## src/rtl/agu_pkg.sv

```systemverilog
package agu_pkg;

    localparam int ADDR_W = 32;
    localparam int IMM_W  = 5;

    typedef enum logic [2:0] {
        AM_PLAIN    = 3'd0,
        AM_ADD_OFS  = 3'd1,
        AM_SUB_OFS  = 3'd2,
        AM_PRE_INC  = 3'd3,
        AM_PRE_DEC  = 3'd4,
        AM_POST_INC = 3'd5,
        AM_POST_DEC = 3'd6,
        AM_RSVD     = 3'd7
    } am_mode_e;

    typedef enum logic [1:0] {
        SZ_BYTE = 2'd0,
        SZ_HALF = 2'd1,
        SZ_WORD = 2'd2,
        SZ_DBL  = 2'd3
    } acc_size_e;

    typedef enum logic [1:0] {
        DS_NONE = 2'd0,
        DS_IMM  = 2'd1,
        DS_REG  = 2'd2,
        DS_REGX = 2'd3
    } disp_src_e;

    typedef struct packed {
        logic use_sub;     // subtract displacement instead of add
        logic wb;          // pointer is written back
        logic use_mod;     // access uses the modified value
        logic is_post;     // post-modify mode
    } mode_ctl_t;

    function automatic mode_ctl_t decode_mode(am_mode_e m);
        mode_ctl_t c;
        c = '0;
        case (m)
            AM_ADD_OFS:  begin c.use_mod = 1'b1; end
            AM_SUB_OFS:  begin c.use_mod = 1'b1; c.use_sub = 1'b1; end
            AM_PRE_INC:  begin c.use_mod = 1'b1; c.wb = 1'b1; end
            AM_PRE_DEC:  begin c.use_mod = 1'b1; c.wb = 1'b1; c.use_sub = 1'b1; end
            AM_POST_INC: begin c.is_post = 1'b1; c.wb = 1'b1; end
            AM_POST_DEC: begin c.is_post = 1'b1; c.wb = 1'b1; c.use_sub = 1'b1; end
            default:     c = '0;
        endcase
        return c;
    endfunction

endpackage

```

## src/rtl/agu_disp_scale.sv

```systemverilog
module agu_disp_scale
    import agu_pkg::*;
#(
    parameter int AW = ADDR_W,
    parameter int IW = IMM_W
) (
    input  disp_src_e       sel,
    input  logic [IW-1:0]   imm,
    input  logic [AW-1:0]   reg_val,
    input  acc_size_e       size,
    input  logic            is_post,
    output logic [AW-1:0]   disp_bytes
);

    localparam int SH_W = 2;

    logic [AW-1:0] elems;

    always_comb begin
        case (sel)
            DS_IMM:  elems = AW'(imm);
            DS_REG,
            DS_REGX: elems = reg_val;
            default: elems = is_post ? AW'(1) : '0;
        endcase
    end

    logic [SH_W-1:0] sh;
    assign sh = SH_W'(size);
    assign disp_bytes = elems << sh;

endmodule

```

## src/rtl/agu_addr_calc.sv

```systemverilog
module agu_addr_calc
    import agu_pkg::*;
#(
    parameter int AW = ADDR_W
) (
    input  logic [AW-1:0] base,
    input  logic [AW-1:0] disp_bytes,
    input  mode_ctl_t     ctl,
    output logic [AW-1:0] addr,
    output logic [AW-1:0] next_ptr,
    output logic          wb
);

    logic [AW-1:0] moved;

    assign moved    = ctl.use_sub ? (base - disp_bytes) : (base + disp_bytes);
    assign addr     = ctl.use_mod ? moved : base;
    assign next_ptr = moved;
    assign wb       = ctl.wb;

endmodule

```

## src/rtl/ptr_agu.sv

```systemverilog
module ptr_agu
    import agu_pkg::*;
#(
    parameter int AW = ADDR_W,
    parameter int IW = IMM_W
) (
    input  logic          clk,
    input  logic          rst,
    input  logic          req_valid,
    input  logic [AW-1:0] base_ptr,
    input  logic [2:0]    mode,
    input  logic [1:0]    size,
    input  logic [1:0]    disp_sel,
    input  logic [IW-1:0] disp_imm,
    input  logic [AW-1:0] disp_reg,
    output logic          out_valid,
    output logic [AW-1:0] eff_addr,
    output logic [AW-1:0] wb_ptr,
    output logic          wb_en
);

    mode_ctl_t     ctl;
    logic [AW-1:0] disp_bytes;
    logic [AW-1:0] addr_c;
    logic [AW-1:0] ptr_c;
    logic          wb_c;

    assign ctl = decode_mode(am_mode_e'(mode));

    agu_disp_scale #(.AW(AW), .IW(IW)) u_scale (
        .sel        (disp_src_e'(disp_sel)),
        .imm        (disp_imm),
        .reg_val    (disp_reg),
        .size       (acc_size_e'(size)),
        .is_post    (ctl.is_post),
        .disp_bytes (disp_bytes)
    );

    agu_addr_calc #(.AW(AW)) u_calc (
        .base       (base_ptr),
        .disp_bytes (disp_bytes),
        .ctl        (ctl),
        .addr       (addr_c),
        .next_ptr   (ptr_c),
        .wb         (wb_c)
    );

    always_ff @(posedge clk) begin
        if (rst) begin
            out_valid <= 1'b0;
            wb_en     <= 1'b0;
            eff_addr  <= '0;
            wb_ptr    <= '0;
        end else begin
            out_valid <= req_valid;
            wb_en     <= req_valid & wb_c;
            if (req_valid) begin
                eff_addr <= addr_c;
                wb_ptr   <= ptr_c;
            end
        end
    end


    plain_addr_chk: assert property (@(posedge clk) disable iff (rst)
        $past(req_valid && !rst && mode == 3'd0) |-> (eff_addr == $past(base_ptr)) && !wb_en);


    ofs_no_wb_chk: assert property (@(posedge clk) disable iff (rst)
        $past(req_valid && !rst && (mode == 3'd1 || mode == 3'd2)) |-> out_valid && !wb_en);


    pre_wb_match_chk: assert property (@(posedge clk) disable iff (rst)
        $past(req_valid && !rst && (mode == 3'd3 || mode == 3'd4)) |-> wb_en && (wb_ptr == eff_addr));


    post_addr_chk: assert property (@(posedge clk) disable iff (rst)
        $past(req_valid && !rst && (mode == 3'd5 || mode == 3'd6)) |-> wb_en && (eff_addr == $past(base_ptr)));


    rsvd_plain_chk: assert property (@(posedge clk) disable iff (rst)
        $past(req_valid && !rst && mode == 3'd7) |-> (eff_addr == $past(base_ptr)) && !wb_en);


    wb_needs_valid_chk: assert property (@(posedge clk) disable iff (rst)
        wb_en |-> out_valid);


    valid_follow_chk: assert property (@(posedge clk) disable iff (rst)
        $past(!rst) |-> (out_valid == $past(req_valid)));

endmodule

```

## config.mk

```make
export PLATFORM = sky130hd
export DESIGN_NAME = ptr_agu
export DESIGN_NICKNAME = d
export VERILOG_FILES = /design/src/rtl/agu_pkg.sv /design/src/rtl/agu_disp_scale.sv /design/src/rtl/agu_addr_calc.sv /design/src/rtl/ptr_agu.sv
export SDC_FILE = /design/constraint.sdc
export NUM_CORES = 1
export LEC_CHECK = 0
export ABC_AREA = 1
export BUFFER_PORTS_ARGS = -buffer_cell sky130_fd_sc_hd__buf_2
export CAP_MARGIN = 30
export CORE_ASPECT_RATIO = 0.7
export CORE_MARGIN = 2
export CORE_UTILIZATION = 56
export CTS_BUF_LIST = sky130_fd_sc_hd__clkbuf_8 sky130_fd_sc_hd__clkbuf_16
export CTS_CLUSTER_DIAMETER = 30
export DETAILED_ROUTE_END_ITERATION = 8
export PLACE_DENSITY = 0.81
export SLEW_MARGIN = 0
export SYNTH_ARGS = -nofsm -noshare
export SYNTH_HDL_FRONTEND = slang
export SYNTH_SLANG_ARGS = --single-unit
```

## constraint.sdc

```tcl
create_clock -name clk -period 4.5 [get_ports clk]
set_clock_uncertainty 0.1 [all_clocks]
set_input_delay 0.45 -clock clk [delete_from_list [all_inputs] [get_ports clk]]
set_output_delay 0.45 -clock clk [all_outputs]
set_load 0.02 [all_outputs]
```

# Word level (Yosys, flattened, before mapping)
# Cells that the tools add are included.
[op_classes]
bitwise_logic = 1
reduce_logical = 5
add_sub_neg = 2
n_eq_ne = 9
mux = 8
shift = 1
[op_table]
columns = ["cell", "n"]
rows = [
  ["$mux W32", 2],
  ["$pmux W32 S2", 1],
  ["$add A32 B32 Y32", 1],
  ["$shl A32 B2 Y32", 1],
  ["$sub A32 B32 Y32", 1],
  ["$eq A3 B3 Y1 const B", 3],
  ["$reduce_or A4 Y1", 2],
  ["$eq A3 B2 Y1 const B", 2],
  ["$mux W1", 5],
  ["$eq A2 B2 Y1 const B", 2],
  ["$reduce_or A2 Y1", 2],
  ["$eq A3 B1 Y1 const B", 1],
  ["$reduce_or A3 Y1", 1],
  ["$eq A2 B1 Y1 const B", 1],
  ["$and A1 B1 Y1", 1],
]
[word_totals]
register_bits = 66
out_inout_bits = 66
elab_cells = 30
input_bits = 79

# Longest topological paths before layout
# Gate-level depths: netlist of the first run.
[logic_depth]
ltp_word = 9
depth_mapped = 30
mapped_depth_nobuf = 29

# Modules after synthesis
# From an unflattened synthesis of the first run, not the netlist that was laid out.
[unflattened]
cells_unflattened = 1274
area_unflattened_um2 = 7036.7
[by_module_without_submodules]
columns = ["module", "cells_per_inst", "instances", "seq_area_each_um2", "area_per_inst_um2"]
rows = [
  ["agu_addr_calc", 777, 1, 0.0, 3751.1],
  ["ptr_agu", 297, 1, 1321.3, 2391.0],
  ["agu_disp_scale", 200, 1, 0.0, 894.6],
]

# Worst setup path after synthesis of the first run
# Ideal clock, no wire load.
[synth_path]
path_kind = "input port to flip-flop"
from = "input disp_sel[1]"
to = "register eff_addr[26]"
slack_ps = 741
path_stages = 26
setup_time_ps = 70
t_arrival_ps = 3588
path_cell_list = "buf_6 buf_8 nand2_2 nand2_1 nand2_1 nand2_1 nand2_1 ha_1 inv_1 nor3b_2 nand2_1 inv_2 nand3_1 o21ai_2 o21ai_1 xnor2_1 ha_1 nand2_1 nor4_1 nand3_1 nand3_1 a21oi_1 or2_2 nand3_1 o211ai_1 a21oi_1"
[synth_via]
elab_chain_cells = 7
[synth_rtl]
columns = ["item", "line", "rtl"]
rows = [
  ["from (decl)", "ptr_agu.sv:13", "input logic [1:0] disp_sel,"],
  ["$eq A2 B2 Y1", "agu_disp_scale.sv:20", "case (sel)"],
  ["$reduce_or A2 Y1", "agu_disp_scale.sv:20", ""],
  ["$pmux W32 S2 *", "agu_disp_scale.sv:20", ""],
  ["$shl A32 B2 Y32 *", "agu_disp_scale.sv:30", "assign disp_bytes = elems << sh;"],
  ["$add A32 B32 Y32 or $sub A32 B32 Y32 (tied branches)", "agu_addr_calc.sv:16", "assign moved = ctl.use_sub ? (base - disp_bytes) : (base + disp_bytes);"],
  ["$mux W32 *", "agu_addr_calc.sv:16", ""],
  ["$mux W32 *", "agu_addr_calc.sv:17", "assign addr = ctl.use_mod ? moved : base;"],
  ["to (signal assigned)", "ptr_agu.sv:58", "eff_addr <= addr_c;"],
  ["to (decl)", "ptr_agu.sv:17", "output logic [AW-1:0] eff_addr,"],
]
# Every way passes the cells marked *; elsewhere a longest branch is shown, timed or not.
# A chain may end at the register's enable or synchronous reset.

# Worst setup path in the final report of the first run
# Ends and elaborated chain as after synthesis.

==> results.cfg, run 1 <==
[cts]
ctsRootBufferMaster = sky130_fd_sc_hd__clkbuf_16
cts_num_sinks = 66
clock_tree_from_tritoncts = yes
postCtsHoldBufs = 0
maximum_clock_insertion_buffer_count = 2
clkLatencyLatePin_ns = 0.34
cts_setup_buffers = 0
h-tree-depth = 3
postCtsResizedCells = 0
cts_buffer_count = 9
cts.reportedPaths.clkPinSlew_ns = 0.06

[place]
rd_place_congestion = 1.00
placement.setup.worst_slack_ns = 0.0452
hpwl_um = 15100
placed_cell_area_sq_um = 7250
io_buffers = 144

[worst_setup_path]
worst-path-max-fanout = 32
worst_path_dominant_cell_family = simple AND/OR/NAND/NOR gates
required_time_at_the_worst_slack_endpoint_ns = 4.66
cp-end-kind = flop
cp_num_buf_inv = 4
critPathMaxStageDelay_ns = 0.38
startpoint_type = primary input
cpMostUsedCell = sky130_fd_sc_hd__nand2_1
critical_path_class = in -> reg
slowest_stage = sky130_fd_sc_hd__ha_1
timing.critical_path.arrival_ns = 4.25

[synth]
mappedNetlistNets = 1151
syn_area_sq_um = 6430
proportion_of_synthesized_chip_area_in_sequential_cells = 0.205
netlist_instances = 1039
async_flop_share = 0
syn_area_per_cell_sq_um = 6.19
synth_cell_types = 46
synth-edff-count = 0
synth_seq_cells = 66
synth_top_flop_cell = sky130_fd_sc_hd__dfxtp_1
yosysWarnings = 0

[power_and_ir_drop]
seq_power_share = 0.251
pwr_density_cell_nw_per_um2 = 369
p_switching_mw = 1.19
power_frac_clock = 0.276
internal_power_mw = 1.61
p_sw_frac = 0.426
power_frac_comb = 0.473
vdd_ir_drop_max_mv = 0.236
leakagePower_nw = 4.03

[timing]
slew_headroom = 0.327
finalSetupTns_ns = 0
highest_clock_frequency_the_design_can_meet_ghz = 0.245
final.min_clock_period_ns = 4.09
final-hold-violation-count = 0
finalSetupViolations = 0
worstMarginPinSlew_ns = 1.01
maxSlewViolCount = 0
period_share = 0.908
final.hold.worst_slack_ns = 0.294
final.setup.worst_slack_ns = 0.414

[floorplanning]
dieArea_sq_um = 12400
fp-row-count = 32
core-area_sq_um = 11100
starting_density = 0.580
chipHeight_um = 93.7
chipWidth_um = 132
ports = 145

[cells_and_area]
final_core_util = 0.685
stdcell_area_sq_um = 7600
antenna-diode-count = 0
num-fill-cells = 1089
design.final.nets = 1280
syn_to_final_growth_pct = 18.1
layout-drive-gt1-share = 0.215

[worst_hold_path]
holdCritPathClass = in -> reg

[outcome]
outcome = finished clean

[drt]
vias_post_dr = 7137
drt_wl_total_um = 19000
post_drt_via_cell_ratio = 5.38
final_antenna_net_count = 0
post_drt_wl_per_cell_um = 14.3
first_pass_drt_iterations = 5
detail_route.drc_violations = 0
drt_iter0_markers = 565

[run]
cap_violations = 0

[grt]
grt_pass1_vias = 6500
grt-ovfl-total = 0
grt_antenna_before_repair = 0
grt_first_pass_wirelength_um = 30800
largest_net_degree_at_the_start_of_global_routing = 57
gr-usage-all-layers = 0.307
==> logic make-up (layout without fill, tap and decap cells) <==
kind of cell               count (synthesis)  count (layout)  share of synthesized area
and+or+nand+nor                          508             508                      0.345
AOI/OAI and AO/OA                        218             218                      0.208
buffers and inverters                    164             298                      0.108
DFF                                       66              66                      0.205
xor gates and xnor gates                  50              50                     0.0681
adders and majority gates                 33              33                     0.0654
==> power by group through the flow <==
stage / logic, mW / registers (mW) / clock network (mW)
after global routing: 1.47 / 0.710 / 0.804
after detailed placement: 1.30 / 0.713 / 0
final: 1.33 / 0.703 / 0.775
after CTS: 1.30 / 0.702 / 0.779
after global placement: 1.29 / 0.713 / 0
after floorplan: 0.839 / 0.806 / 0
==> through the flow <==
step,cells,power (mW)
3_5_place_dp,1310,2.01
5_1_grt,1326,2.99
2_1_floorplan,1039,1.64
6_report,1326,2.80
4_1_cts,1326,2.79
3_3_place_gp,1310,2.00
==> state kept, by name, summed over array words and instances, names as in the netlist <==
register   flops
eff_addr      32
out_valid      1
wb_en          1
wb_ptr        32
==> final timing paths <==
kind	start	end	slack, ns	cells past startpoint
setup reg to reg	wb_ptr[4]	wb_ptr[4]	3.66	4
hold reg to reg	eff_addr[5]	eff_addr[5]	0.36	2
hold / removal	base_ptr[3]	eff_addr[3]	0.29	3
setup / recovery	disp_sel[1]	eff_addr[26]	0.41	26
==> layout by cell type (no fill, tap or decap), types with 9 or more instances in the layout <==
cell	count
sky130_fd_sc_hd__a21oi_1	64
sky130_fd_sc_hd__buf_2	144
sky130_fd_sc_hd__buf_4	17
sky130_fd_sc_hd__clkbuf_16	9
sky130_fd_sc_hd__dfxtp_1	66
sky130_fd_sc_hd__ha_1	32
sky130_fd_sc_hd__inv_1	108
sky130_fd_sc_hd__inv_2	10
sky130_fd_sc_hd__nand2_1	282
sky130_fd_sc_hd__nand2_2	22
sky130_fd_sc_hd__nand3_1	87
sky130_fd_sc_hd__nand4_1	9
sky130_fd_sc_hd__nor2_1	73
sky130_fd_sc_hd__o211ai_1	47
sky130_fd_sc_hd__o21ai_0	47
sky130_fd_sc_hd__o21ai_1	13
sky130_fd_sc_hd__o21ai_2	13
sky130_fd_sc_hd__o21bai_1	10
sky130_fd_sc_hd__xnor2_1	11
sky130_fd_sc_hd__xor2_1	39
==> worst min-delay path, stage by stage <==
cell                      delay (ns)
sky130_fd_sc_hd__buf_2          0.11
sky130_fd_sc_hd__nand2_1        0.06
sky130_fd_sc_hd__a31oi_1        0.07
==> cell usage after synthesis (10+ instances only) <==
library cell,number,share of area
sky130_fd_sc_hd__a21oi_1,65,0.051
sky130_fd_sc_hd__clkbuf_1,22,0.013
sky130_fd_sc_hd__dfxtp_1,66,0.21
sky130_fd_sc_hd__ha_1,32,0.062
sky130_fd_sc_hd__inv_1,108,0.063
sky130_fd_sc_hd__inv_2,10,0.0058
sky130_fd_sc_hd__nand2_1,282,0.16
sky130_fd_sc_hd__nand2_2,22,0.021
sky130_fd_sc_hd__nand3_1,87,0.068
sky130_fd_sc_hd__nor2_1,73,0.043
sky130_fd_sc_hd__o211ai_1,47,0.055
sky130_fd_sc_hd__o21ai_0,48,0.037
sky130_fd_sc_hd__o21ai_1,13,0.010
sky130_fd_sc_hd__o21ai_2,12,0.016
sky130_fd_sc_hd__o21bai_1,10,0.012
sky130_fd_sc_hd__xnor2_1,11,0.015
sky130_fd_sc_hd__xor2_1,39,0.053
==> layer usage <==
metal / share of wire / vias up / wire, um / track usage
li1: - / 3688 / - / -
met1: 0.50 / 3207 / 9420 / 0.427
met2: 0.43 / 212 / 8110 / 0.490
met3: 0.054 / 30 / 1020 / 0.0480
met4: 0.022 / 0 / 413 / 0.0924
met5: 0 / - / 0 / 0
==> cell type report <==
class | instances | area [sq um] | share of cell area
Clock buffer | 9 | 225 | 0.0296
Clock inverter | 7 | 101 | 0.0133
Inverter | 120 | 453 | 0.0596
Multi-Input combinational cell | 809 | 4440 | 0.584
Sequential cell | 66 | 1320 | 0.174
Tap cell | 153 | 191 | 0.0252
Timing Repair Buffer | 162 | 868 | 0.114
Power figures use the tool's default switching activity.
==> inputs of run 2 (changes only) <==
Settings changed: GPL_TIMING_DRIVEN set to 0.
==> results.cfg, run 2 (synthesis gave the netlist of run 1 again) <==
[grt]
largest_net_degree_at_the_start_of_global_routing = 14
grt_antenna_before_repair = 0
grt_pass1_vias = 6737
grt_first_pass_wirelength_um = 33600
gr-usage-all-layers = 0.343
grt-ovfl-total = 0

[worst_setup_path]
critPathMaxStageDelay_ns = 0.42
cp-end-kind = flop
slowest_stage = sky130_fd_sc_hd__ha_1
cpMostUsedCell = sky130_fd_sc_hd__nand2_1
worst-path-max-fanout = 10
timing.critical_path.arrival_ns = 4.29
critical_path_class = in -> reg
cp_num_buf_inv = 4
worst_path_dominant_cell_family = simple AND/OR/NAND/NOR gates
required_time_at_the_worst_slack_endpoint_ns = 4.66
startpoint_type = primary input

[cts]
ctsRootBufferMaster = sky130_fd_sc_hd__clkbuf_16
clock_tree_from_tritoncts = yes
clkLatencyLatePin_ns = 0.34
cts_buffer_count = 9
cts.reportedPaths.clkPinSlew_ns = 0.06
cts_num_sinks = 66
h-tree-depth = 3
maximum_clock_insertion_buffer_count = 2

[power_and_ir_drop]
leakagePower_nw = 4.09
power.total_mw = 2.91
vdd_ir_drop_max_mv = 0.244
pwr_density_cell_nw_per_um2 = 376

[drt]
vias_post_dr = 7662
wl_met1_um = 10100
post_drt_via_cell_ratio = 5.67
top_layer_used = met4
detail_route.drc_violations = 0
first_pass_drt_iterations = 5
detailroute.wirelength.met2_um = 8730
drt_iter0_markers = 779
post_drt_wl_per_cell_um = 15.9
route.met3.wl_um = 2170
drt_wl_total_um = 21500
final_antenna_net_count = 0

[cells_and_area]
stdcell_count = 1351
antenna-diode-count = 0
design.final.nets = 1305
layout_common_cells = sky130_fd_sc_hd__nand2_1, sky130_fd_sc_hd__buf_2, sky130_fd_sc_hd__inv_1, sky130_fd_sc_hd__nand3_1, sky130_fd_sc_hd__nor2_1
stdcell_area_sq_um = 7740
largestRegisters = eff_addr: 32 flops, wb_ptr: 32 flops
final_core_util = 0.698
layout_commonest_cell = sky130_fd_sc_hd__nand2_1
layout-drive-gt1-share = 0.213
num-fill-cells = 1049
syn_to_final_growth_pct = 20.3

[place]
io_buffers = 141
rd_place_congestion = 0.997
place.detailed.instances = 1333
hpwl_um = 17200
placed_cell_area_sq_um = 7330

[floorplanning]
dieArea_sq_um = 12400
fp-row-count = 32
ports = 145
core-area_sq_um = 11100
starting_density = 0.580
chipWidth_um = 132
chipHeight_um = 93.7

[timing]
period_share = 0.918
finalSetupViolations = 0
finalSetupTns_ns = 0
worstMarginPinSlew_ns = 0.668
maxSlewViolCount = 0
highest_clock_frequency_the_design_can_meet_ghz = 0.242
slew_headroom = 0.555
final.min_clock_period_ns = 4.13
final-hold-violation-count = 0

[outcome]
outcome = finished clean

[worst_hold_path]
holdCritPathClass = in -> reg

[run]
cap_violations = 0
==> run 2: cell types whose count changed in the layout (fill, tap and decap cells not counted), sizes merged <==
cell / delta
clkbuf: +23
clkinv: +2
inv: -1
buf: +2
bufinv: +1
clkinvlp: -2
==> run 2: area by class of cell <==
class / instances / area (sq um) / area share
Sequential cell: 66 / 1320 / 0.171
Multi-Input combinational cell: 809 / 4460 / 0.576
Timing Repair Buffer: 143 / 721 / 0.0932
Clock buffer: 9 / 225 / 0.0291
Inverter: 120 / 453 / 0.0585
Tap cell: 153 / 191 / 0.0247
Buffer: 44 / 243 / 0.0314
Clock inverter: 7 / 125 / 0.0162
==> run 2: through the flow <==
stage,worst slack (ns),hold WS (ns)
2_1_floorplan,0.741,0.440
5_1_grt,-0.00903,0.320
3_3_place_gp,-0.201,0.350
4_1_cts,0.0635,0.309
3_5_place_dp,-0.264,0.354
6_report,0.368,0.307
==> run 2: worst reg2reg max path, cell delays in order (launching register included) <==
cell and delay, ns:
sky130_fd_sc_hd__dfxtp_1 0.32, sky130_fd_sc_hd__nor2_1 0.11, sky130_fd_sc_hd__nor2_1 0.06, sky130_fd_sc_hd__o21ai_0 0.11, sky130_fd_sc_hd__inv_1 0.06
==> run 2: power by group <==
part           internal (mW)  total [mW]  switching, mW
combinational          0.459        1.37          0.910
clock                  0.546       0.835          0.289
sequential             0.662       0.705         0.0422
==> run 2: routing by layer <==
metal / vias up / GRT usage
li1: 3746 / -
met1: 3487 / 0.493
met2: 384 / 0.516
met3: 45 / 0.0680
met4: 0 / 0.104
met5: - / 0
==> run 2: path summary, 6_finish.rpt <==
check / start / end / slack, ns / depth (start not counted)
worst min register to register: eff_addr[12] / eff_addr[12] / 0.37 / 2
worst max-delay path: size[0] / eff_addr[26] / 0.37 / 26
worst min-delay path: base_ptr[3] / eff_addr[3] / 0.31 / 3
worst max register to register: wb_ptr[4] / wb_ptr[4] / 3.63 / 4
==> run 2: what timing repair did <==
action                                  in CTS  in global routing
resized for setup                            0                 11
buffers inserted                             0                  2
hold buffers                                 0                  0
endpoints found under the setup margin       0                 20
